[src/rtl/stat_pkg.sv]
package stat_pkg;
    typedef enum logic [2:0] {
        RK_PAIR,
        RK_INC_MASK,
        RK_OVF_MASK,
        RK_INC_EN,
        RK_OVF_EN,
        RK_NONE
    } reg_kind_e;
endpackage

[src/rtl/stat_counter.sv]
module stat_counter #(
    parameter int CNT_W = 8
) (
    input  logic             clk,
    input  logic             rst_n,
    input  logic             evt_i,
    input  logic             clr_i,
    output logic [CNT_W-1:0] count_o,
    output logic             wrap_o
);
    localparam logic [CNT_W-1:0] MAX = '1;

    typedef struct packed {
        logic [CNT_W-1:0] count;
    } cnt_st_t;

    cnt_st_t st_d, st_q;

    always_comb begin
        st_d   = st_q;
        wrap_o = 1'b0;
        if (clr_i) begin
            st_d.count = evt_i ? CNT_W'(1) : '0;
        end else if (evt_i) begin
            st_d.count = st_q.count + CNT_W'(1);
            wrap_o     = (st_q.count == MAX);
        end
    end

    always_ff @(posedge clk or negedge rst_n) begin
        if (!rst_n) st_q <= '0;
        else        st_q <= st_d;
    end

    assign count_o = st_q.count;

    AST_COUNT_STEP: assert property (@(posedge clk) disable iff (!rst_n)
        (evt_i && !clr_i && count_o != MAX) |=> count_o == $past(count_o) + CNT_W'(1));
    AST_READ_ZERO: assert property (@(posedge clk) disable iff (!rst_n)
        (clr_i && !evt_i) |=> count_o == '0);
    AST_WRAP_ZERO: assert property (@(posedge clk) disable iff (!rst_n)
        wrap_o |=> count_o == '0);
    AST_COLLIDE_ONE: assert property (@(posedge clk) disable iff (!rst_n)
        (clr_i && evt_i) |=> count_o == CNT_W'(1));
    AST_IDLE_HOLD: assert property (@(posedge clk) disable iff (!rst_n)
        (!clr_i && !evt_i) |=> $stable(count_o));
endmodule

[src/rtl/stat_sticky.sv]
module stat_sticky #(
    parameter int NUM_CNT = 16,
    parameter int DATA_W  = 16
) (
    input  logic               clk,
    input  logic               rst_n,
    input  logic [NUM_CNT-1:0] set_i,
    input  logic               clr_i,
    input  logic               en_wr_i,
    input  logic [DATA_W-1:0]  wdata_i,
    output logic [NUM_CNT-1:0] mask_o,
    output logic [NUM_CNT-1:0] en_o,
    output logic               irq_o
);
    typedef struct packed {
        logic [NUM_CNT-1:0] mask;
        logic [NUM_CNT-1:0] en;
    } sticky_st_t;

    sticky_st_t st_d, st_q;

    always_comb begin
        st_d      = st_q;
        st_d.mask = (clr_i ? '0 : st_q.mask) | set_i;
        if (en_wr_i) st_d.en = NUM_CNT'(wdata_i);
    end

    always_ff @(posedge clk or negedge rst_n) begin
        if (!rst_n) st_q <= '0;
        else        st_q <= st_d;
    end

    assign mask_o = st_q.mask;
    assign en_o   = st_q.en;
    assign irq_o  = |(st_q.mask & st_q.en);

    AST_SET_STICKS: assert property (@(posedge clk) disable iff (!rst_n)
        (|set_i) |=> ((mask_o & $past(set_i)) == $past(set_i)));
    AST_MASK_HOLD: assert property (@(posedge clk) disable iff (!rst_n)
        (!clr_i && set_i == '0) |=> $stable(mask_o));
    AST_READ_CLEARS: assert property (@(posedge clk) disable iff (!rst_n)
        (clr_i && set_i == '0) |=> mask_o == '0);
    AST_EN_WRITE: assert property (@(posedge clk) disable iff (!rst_n)
        en_wr_i |=> en_o == NUM_CNT'($past(wdata_i)));
endmodule

[src/rtl/stat_regif.sv]
module stat_regif
    import stat_pkg::*;
#(
    parameter int NUM_CNT = 16,
    parameter int CNT_W   = 8,
    parameter int ADDR_W  = 4
) (
    input  logic                          clk,
    input  logic                          rst_n,
    input  logic                          rd_en_i,
    input  logic                          wr_en_i,
    input  logic [ADDR_W-1:0]             addr_i,
    input  logic [NUM_CNT-1:0][CNT_W-1:0] count_i,
    input  logic [NUM_CNT-1:0]            inc_mask_i,
    input  logic [NUM_CNT-1:0]            ovf_mask_i,
    input  logic [NUM_CNT-1:0]            inc_en_i,
    input  logic [NUM_CNT-1:0]            ovf_en_i,
    output logic [NUM_CNT/2-1:0]          pair_clr_o,
    output logic                          inc_clr_o,
    output logic                          ovf_clr_o,
    output logic                          inc_en_wr_o,
    output logic                          ovf_en_wr_o,
    output logic [2*CNT_W-1:0]            rdata_o
);
    localparam int NPAIR  = NUM_CNT / 2;
    localparam int DATA_W = 2 * CNT_W;
    localparam int PIDX_W = (NPAIR > 1) ? $clog2(NPAIR) : 1;
    localparam logic [ADDR_W-1:0] A_INC_MASK = ADDR_W'(NPAIR);
    localparam logic [ADDR_W-1:0] A_OVF_MASK = ADDR_W'(NPAIR + 1);
    localparam logic [ADDR_W-1:0] A_INC_EN   = ADDR_W'(NPAIR + 2);
    localparam logic [ADDR_W-1:0] A_OVF_EN   = ADDR_W'(NPAIR + 3);

    typedef struct packed {
        logic [DATA_W-1:0] rdata;
    } rif_st_t;

    rif_st_t     st_d, st_q;
    reg_kind_e   kind;
    logic [PIDX_W-1:0] pidx;
    logic [DATA_W-1:0] rsel;

    always_comb begin
        if (addr_i < ADDR_W'(NPAIR))  kind = RK_PAIR;
        else if (addr_i == A_INC_MASK) kind = RK_INC_MASK;
        else if (addr_i == A_OVF_MASK) kind = RK_OVF_MASK;
        else if (addr_i == A_INC_EN)   kind = RK_INC_EN;
        else if (addr_i == A_OVF_EN)   kind = RK_OVF_EN;
        else                           kind = RK_NONE;
        pidx = addr_i[PIDX_W-1:0];
    end

    always_comb begin
        pair_clr_o = '0;
        rsel       = '0;
        for (int k = 0; k < NPAIR; k++) begin
            if (kind == RK_PAIR && pidx == PIDX_W'(k)) begin
                rsel          = {count_i[2*k+1], count_i[2*k]};
                pair_clr_o[k] = rd_en_i;
            end
        end
        case (kind)
            RK_INC_MASK: rsel = DATA_W'(inc_mask_i);
            RK_OVF_MASK: rsel = DATA_W'(ovf_mask_i);
            RK_INC_EN:   rsel = DATA_W'(inc_en_i);
            RK_OVF_EN:   rsel = DATA_W'(ovf_en_i);
            default:     ;
        endcase
        inc_clr_o   = rd_en_i && kind == RK_INC_MASK;
        ovf_clr_o   = rd_en_i && kind == RK_OVF_MASK;
        inc_en_wr_o = wr_en_i && kind == RK_INC_EN;
        ovf_en_wr_o = wr_en_i && kind == RK_OVF_EN;
        st_d        = st_q;
        if (rd_en_i) st_d.rdata = rsel;
    end

    always_ff @(posedge clk or negedge rst_n) begin
        if (!rst_n) st_q <= '0;
        else        st_q <= st_d;
    end

    assign rdata_o = st_q.rdata;

    AST_ONE_PAIR_CLR: assert property (@(posedge clk) disable iff (!rst_n)
        $onehot0(pair_clr_o));
    AST_RDATA_HOLD: assert property (@(posedge clk) disable iff (!rst_n)
        !rd_en_i |=> $stable(rdata_o));
    AST_WRITE_NO_CLR: assert property (@(posedge clk) disable iff (!rst_n)
        !rd_en_i |-> (pair_clr_o == '0 && !inc_clr_o && !ovf_clr_o));
endmodule

[src/rtl/stat_bank.sv]
module stat_bank #(
    parameter int NUM_CNT = 16,
    parameter int CNT_W   = 8,
    parameter int ADDR_W  = 4
) (
    input  logic               clk,
    input  logic               rst_n,
    input  logic [NUM_CNT-1:0] evt_i,
    input  logic               rd_en_i,
    input  logic               wr_en_i,
    input  logic [ADDR_W-1:0]  addr_i,
    input  logic [2*CNT_W-1:0] wdata_i,
    output logic [2*CNT_W-1:0] rdata_o,
    output logic               irq_cnt_o,
    output logic               irq_ovf_o
);
    localparam int NPAIR  = NUM_CNT / 2;
    localparam int DATA_W = 2 * CNT_W;

    logic [NUM_CNT-1:0][CNT_W-1:0] count;
    logic [NUM_CNT-1:0]            wrap;
    logic [NPAIR-1:0]              pair_clr;
    logic                          inc_clr, ovf_clr, inc_en_wr, ovf_en_wr;
    logic [NUM_CNT-1:0]            inc_mask, ovf_mask, inc_en, ovf_en;

    for (genvar i = 0; i < NUM_CNT; i++) begin : g_cnt
        stat_counter #(.CNT_W(CNT_W)) i_cnt (
            .clk     (clk),
            .rst_n   (rst_n),
            .evt_i   (evt_i[i]),
            .clr_i   (pair_clr[i/2]),
            .count_o (count[i]),
            .wrap_o  (wrap[i])
        );
    end

    stat_sticky #(.NUM_CNT(NUM_CNT), .DATA_W(DATA_W)) i_inc (
        .clk     (clk),
        .rst_n   (rst_n),
        .set_i   (evt_i),
        .clr_i   (inc_clr),
        .en_wr_i (inc_en_wr),
        .wdata_i (wdata_i),
        .mask_o  (inc_mask),
        .en_o    (inc_en),
        .irq_o   (irq_cnt_o)
    );

    stat_sticky #(.NUM_CNT(NUM_CNT), .DATA_W(DATA_W)) i_ovf (
        .clk     (clk),
        .rst_n   (rst_n),
        .set_i   (wrap),
        .clr_i   (ovf_clr),
        .en_wr_i (ovf_en_wr),
        .wdata_i (wdata_i),
        .mask_o  (ovf_mask),
        .en_o    (ovf_en),
        .irq_o   (irq_ovf_o)
    );

    stat_regif #(.NUM_CNT(NUM_CNT), .CNT_W(CNT_W), .ADDR_W(ADDR_W)) i_regif (
        .clk         (clk),
        .rst_n       (rst_n),
        .rd_en_i     (rd_en_i),
        .wr_en_i     (wr_en_i),
        .addr_i      (addr_i),
        .count_i     (count),
        .inc_mask_i  (inc_mask),
        .ovf_mask_i  (ovf_mask),
        .inc_en_i    (inc_en),
        .ovf_en_i    (ovf_en),
        .pair_clr_o  (pair_clr),
        .inc_clr_o   (inc_clr),
        .ovf_clr_o   (ovf_clr),
        .inc_en_wr_o (inc_en_wr),
        .ovf_en_wr_o (ovf_en_wr),
        .rdata_o     (rdata_o)
    );

    AST_IRQ_CNT_SRC: assert property (@(posedge clk) disable iff (!rst_n)
        irq_cnt_o |-> (inc_en != '0));
    AST_IRQ_OVF_SRC: assert property (@(posedge clk) disable iff (!rst_n)
        irq_ovf_o |-> (ovf_mask != '0));
    AST_OVF_NEEDS_FULL: assert property (@(posedge clk) disable iff (!rst_n)
        (|wrap) |=> (ovf_mask & $past(wrap)) == $past(wrap));
endmodule

[config.mk]
export PLATFORM = sky130hd
export DESIGN_NAME = stat_bank
export DESIGN_NICKNAME = d
export VERILOG_FILES = /design/src/rtl/stat_pkg.sv /design/src/rtl/stat_counter.sv /design/src/rtl/stat_sticky.sv /design/src/rtl/stat_regif.sv /design/src/rtl/stat_bank.sv
export SDC_FILE = /design/constraint.sdc
export NUM_CORES = 1
export LEC_CHECK = 0
export BUFFER_PORTS_ARGS = -buffer_cell sky130_fd_sc_hd__buf_4
export CAP_MARGIN = 30
export CORE_ASPECT_RATIO = 0.5
export CORE_UTILIZATION = 47
export CTS_CLUSTER_SIZE = 28
export DETAILED_ROUTE_END_ITERATION = 10
export GPL_ROUTABILITY_DRIVEN = 0
export PLACE_DENSITY = 0.69
export SKIP_LAST_GASP = 1
export SYNTH_ARGS = -nofsm -noshare
export SYNTH_HDL_FRONTEND = slang
export SYNTH_SLANG_ARGS = --single-unit
[constraint.sdc]
create_clock -name clk -period 4 [get_ports clk]
set_input_delay 0.2 -clock clk [delete_from_list [all_inputs] [get_ports clk]]
set_output_delay 0.2 -clock clk [all_outputs]
set_load 0.01 [all_outputs]
# Word-level counts from Yosys, hierarchy flattened
# Cells that the tools add are included.
# op_classes
add_sub_neg	16
n_mul	0
div_mod_pow	0
n_lt_le_gt_ge	1
n_eq_ne	31
shift	0
muxes	104
bitwise	4
n_reduce_logical	32
# op_table
operator	count
two-way mux 8 bit	32
two-way mux 16 bit	10
adder 8 x 1 -> 8 bit (second input constant)	16
== test 8 bit (second input constant)	16
one-hot mux 16 bit (4 select lines)	1
two-way mux 1 bit	57
AND 16 bit	2
bitwise OR 16 bit	2
nonzero test 2 bit	16
OR reduction 16 bit	2
== test 4 bit (second input constant)	4
== test 3 bit (second input constant)	5
== test 3 x 2 -> 1 bit (second input constant)	4
logical AND 1 bit	12
two-way mux 3 bit	4
== test 3 x 1 -> 1 bit (second input constant)	2
zero test 3 bit	2
< comparator 4 bit (second input constant)	1
# word_totals
register_bits	208
latchBits	0
ramBits	0
romBits	0
input_bits	40
n_memories	0

# Depth between registers and ports, before layout
# logic_depth
ltp_word	17
ltp_mapped	7

# Hierarchy
# From an unflattened synthesis, not the netlist that was laid out.
# unflattened
hier_cells	1059
area_unflattened_um2	11409.7
# by_module_without_submodules
module	n_inst	cells_per_inst	area_each_um2
stat_counter	16	40	407.9
stat_sticky	2	77	1255.0
stat_regif	1	265	2373.5

# Worst setup path before layout
# No wires, ideal clock.
# synth_timing
path_type	input -> register
from	in addr_i[2]
to	reg i_ovf.st_q, in the netlist i_ovf.en_o[10]
setup_ps	127
arrival_time_ps	1312
required_time_ps	3873
slack_ps	2561
stages	6
path_cell_list	buf_4 nor2b_4 and4_1 buf_2 buf_6 mux2_1
# synth_via
elab_chain_len	8
word_cells_on_any_way	12
classes_between	order compare (1); eq/ne (5); mux (5); reduce/logical (1)
# synth_lines
element	line	source
from (decl)	stat_bank.sv:11	input logic [ADDR_W-1:0] addr_i,
== test 4 bit	stat_regif.sv:47	else if (addr_i == A_OVF_EN) kind = RK_OVF_EN;
two-way mux 1 bit	stat_regif.sv:47	
two-way mux 3 bit	stat_regif.sv:46	else if (addr_i == A_INC_EN) kind = RK_INC_EN;
two-way mux 3 bit	stat_regif.sv:45	else if (addr_i == A_OVF_MASK) kind = RK_OVF_MASK;
two-way mux 3 bit	stat_regif.sv:44	else if (addr_i == A_INC_MASK) kind = RK_INC_MASK;
two-way mux 3 bit *	stat_regif.sv:43	if (addr_i < ADDR_W'(NPAIR)) kind = RK_PAIR;
== test 3 bit *	stat_regif.sv:71	ovf_en_wr_o = wr_en_i && kind == RK_OVF_EN;
logical AND 1 bit *	stat_regif.sv:71	
to (signal assigned)	stat_sticky.sv:30	else st_q <= st_d;
to (decl)	stat_sticky.sv:20	sticky_st_t st_d, st_q;
# Mark *: on every way between the ends. The rest lies on a longest branch, timed or not.
# A chain may end at the register's enable or synchronous reset.

# Worst setup path in the final report
# layout_timing
from	reg i_inc.st_q, in the netlist i_inc.mask_o[5]
to	out irq_cnt_o
# layout_via
elab_chain_len	2
# layout_lines
element	line	source
from (decl)	stat_sticky.sv:20	
from (signal assigned)	stat_sticky.sv:30	
AND 16 bit	stat_sticky.sv:35	assign irq_o = |(st_q.mask & st_q.en);
OR reduction 16 bit	stat_sticky.sv:35	
to (decl)	stat_bank.sv:14	output logic irq_cnt_o,
# No other way between the ends.

==> impl_results.md <==
* LEAKAGE at 5.404 nW
* Worst path slowest cell: dfrtp_1
* Worst-path fanout max at 3
* FMAX at 462.9 MHz
* Setup violators final at 0
* Share of post-route cells with drive strength above 1 at 0.1483
* Sequential-to-total area share from yosys stat at 0.4784
* Post-DP HPWL at 20960 um
* Antenna violations before repair at 0
* Placed Area at 0.01141 sq mm
* Final Cycle Share at 0.5401
* Most common cell after layout, fill and taps aside: dfrtp_1
* I/O Pins at 58
* Buf/Inv on CP at 1
* Via count at 8195
* WL final at 29080 um
* Top cells by area, synth: dfrtp_1 48%, mux4_2 6.2%, xor2_1 5.3%, nor2_1 4.0%, mux2i_1 2.9%
* Hold crit path type: input pin to asynchronous set/reset pin
* Die area at 0.02380 sq mm
* Cell Rows at 38
* Clock transition at path regs at 0.06 ns
* Iter 0 DRT Violations at 790
* Crit. End Element: output port
* Global-route wire length before repair at 45860 um
* Status: finished, final reports clean
* Final #Nets at 1106
* Cells after synthesis at 987
* Vias in the first global route at 7918
* CTS Buf Count at 20
* Post-synth top area share at 0.4784
* Critical path's largest stage delay at 0.47 ns
* Number of flops mapped to enable cells by yosys at 0
* Die Wd at 217.2 um
* R2R setup slack at 2.31 ns
* Clock Tree Root: clkbuf_16
* Post-synth net total at 1043
* Relative slew slack at 0.3401
* Minimum clock period at 2.160 ns
* Fin. max-slew vios at 0
* Critical path required time at 3.80 ns
* Routed Antenna Nets at 0
* Die height at 109.6 um
* Most frequent cells in the layout: 208 x dfrtp_1, 117 x nor2_1, 84 x nand2_1
* Largest net degree at the start of global routing at 119
* Yosys cell types at 52
* Post-CTS setup buffer count at 0
* Startpoint types: flop
* RSZ-0062 raised after global routing: no
* Number of diodes at 0
* Clk_skew at 0.01607 ns
* Final Hold Vio Count at 0
* Synth warn at 0
* Top_reg_cell synth: dfrtp_1
* CTS Buffer Depth at 3
* Crit path DAT at 1.96 ns
* Initial cell density of the core at 0.4910
* Syn-to-layout area delta at 14.31%
* CTS tree: yes
* Via density at 6.030
* Clk Latency, worst-skew pair at 0.50 ns
* Placeable Area at 0.02216 sq mm
* Delay-heaviest family, CP: compound AO/OA/AOI/OAI gates
* Area leader, netlist: dfrtp_1
* Number of register bits inferred by synthesis at 208
* CTS Sinks at 208
* Worst Max-Slew Pin Slew at 0.9844 ns
* Crit-path cells: a22o_1 > a221oi_1 > nand4_1 > buf_4
* Total gr overflow at 0
* H-tree levels at 1
* Post-CTS resize count at 0
* Max-cap violations at 0
* Worst vdd ir at 0.0002393 V
* Post-route DRC at 0
* GRT Util Overall at 0.2524
* Syn Std Cell Area at 0.01088 sq mm
* Pwr dens at 573.4 mW/mm^2
* PortBufs at 57
* Finished Cell Area at 0.01244 sq mm
* Syn_area_per_cell at 11.02 sq um
* Ys async rst share at 1.000
* DR WL/cell at 21.40 um
* TNS Setup at 0 ns
* Crit Path Class: flop to output port
* Router iterations before antenna repair at 5
-- worst reg2reg max path: stages (launching register included) --
cell and delay, ns:
dfrtp_1 0.44, mux4_2 0.51, nor3_1 0.39, o21ai_1 0.10, o221a_1 0.13
-- cell usage after synthesis, types with 15 or more instances --
| master | number |
|---|---|
| dfrtp_1 | 208 |
| nor2_1 | 117 |
| nand2_1 | 84 |
| xor2_1 | 66 |
| nand4_1 | 44 |
| a21oi_1 | 39 |
| mux2i_1 | 32 |
| xnor2_1 | 32 |
| mux4_2 | 30 |
| buf_2 | 22 |
| and3_1 | 20 |
| mux2_1 | 20 |
| o21ai_0 | 20 |
| clkbuf_1 | 18 |
| mux2_2 | 17 |
| a21o_1 | 16 |
| ha_1 | 16 |
| o21ai_1 | 16 |
| nand3_1 | 15 |
| or3_1 | 15 |
-- report_power, final --
part	internal [mW]	switching, mW	total, mW
Combinational	0.877	0.849	1.73
Sequential	2.68	0.763	3.44
Clock	1.16	0.806	1.97
-- repair_timing --
action | CTS | global route
endpoints found under the hold margin | 179 | 0
setup endpoints to repair | 0 | 0
hold buffers | 33 | 0
-- cells by family (layout without fill, tap and decap cells) --
| kind of cell | Yosys count | in the layout | synth area share |
|---|---|---|---|
| AND/OR/NAND/NOR | 329 | 329 | 0.1465 |
| XOR/XNOR | 98 | 98 | 0.07890 |
| AO/OA/AOI/OAI | 168 | 168 | 0.1026 |
| multiplexers | 109 | 109 | 0.1436 |
| buffers and inverters | 59 | 131 | 0.03151 |
| flip-flops | 208 | 208 | 0.4784 |
| adder cells (fa/ha/maj) | 16 | 16 | 0.01840 |
-- path summary, 6_finish.rpt --
check                           depth (start not counted)                                    end                                  start
worst max-delay path                                    4                              irq_cnt_o              i_inc.mask_o[5]$_DFF_PN0_
worst min-delay path                                    2  g_cnt[5].i_cnt.count_o[3]$_DFFE_PN0P_                                  rst_n
worst max register to register                          4        i_regif.rdata_o[14]$_DFFE_PN0P_  g_cnt[5].i_cnt.count_o[6]$_DFFE_PN0P_
worst min register to register                          1             i_inc.mask_o[14]$_DFF_PN0_             i_inc.mask_o[14]$_DFF_PN0_
max in group asynchronous                               4             i_inc.mask_o[11]$_DFF_PN0_                                  rst_n
min in group clk                                        3         i_regif.rdata_o[3]$_DFFE_PN0P_                                rd_en_i
-- area by class of cell --
cell class,count,area [sq um]
clock buffer,24,546.8
sequential,208,5205
clock inverter,7,112.6
inverter,3,11.26
timing repair buffer,97,853.3
fill,1881,9721
multi-input combinational,720,5331
tap,300,375.4
-- flip-flops by register name, summed over array words and instances, names as in the netlist --
register             count
i_regif.rdata_o         16
g_cnt.i_cnt.count_o    128
i_ovf.mask_o            16
i_inc.mask_o            16
i_ovf.en_o              16
i_inc.en_o              16
-- per-layer routing --
| metal | vias to the layer above | routed length [um] | global-route usage |
|---|---|---|---|
| li1 | 3687 | - | - |
| met5 | - | 0 | 0 |
| met1 | 4165 | 13280 | 0.3576 |
| met4 | 0 | 510 | 0.05030 |
| met3 | 52 | 2308 | 0.05947 |
| met2 | 291 | 12980 | 0.3984 |
-- per-stage QoR --
stage	setup WS, ns	utilization	instances	hold WS (ns)	total power [mW]
2_1_floorplan	2.561	-	987	-0.09559	4.450
3_3_place_gp	1.590	0.5145	1292	0.3942	5.051
3_5_place_dp	1.508	0.5150	1293	0.4006	5.141
4_1_cts	1.850	0.5597	1357	0.1253	7.135
5_1_grt	1.776	0.5613	1359	0.1501	7.524
6_report	1.840	0.5613	1359	0.1480	7.130
No activity file was read; power rests on OpenSTA's default activity.
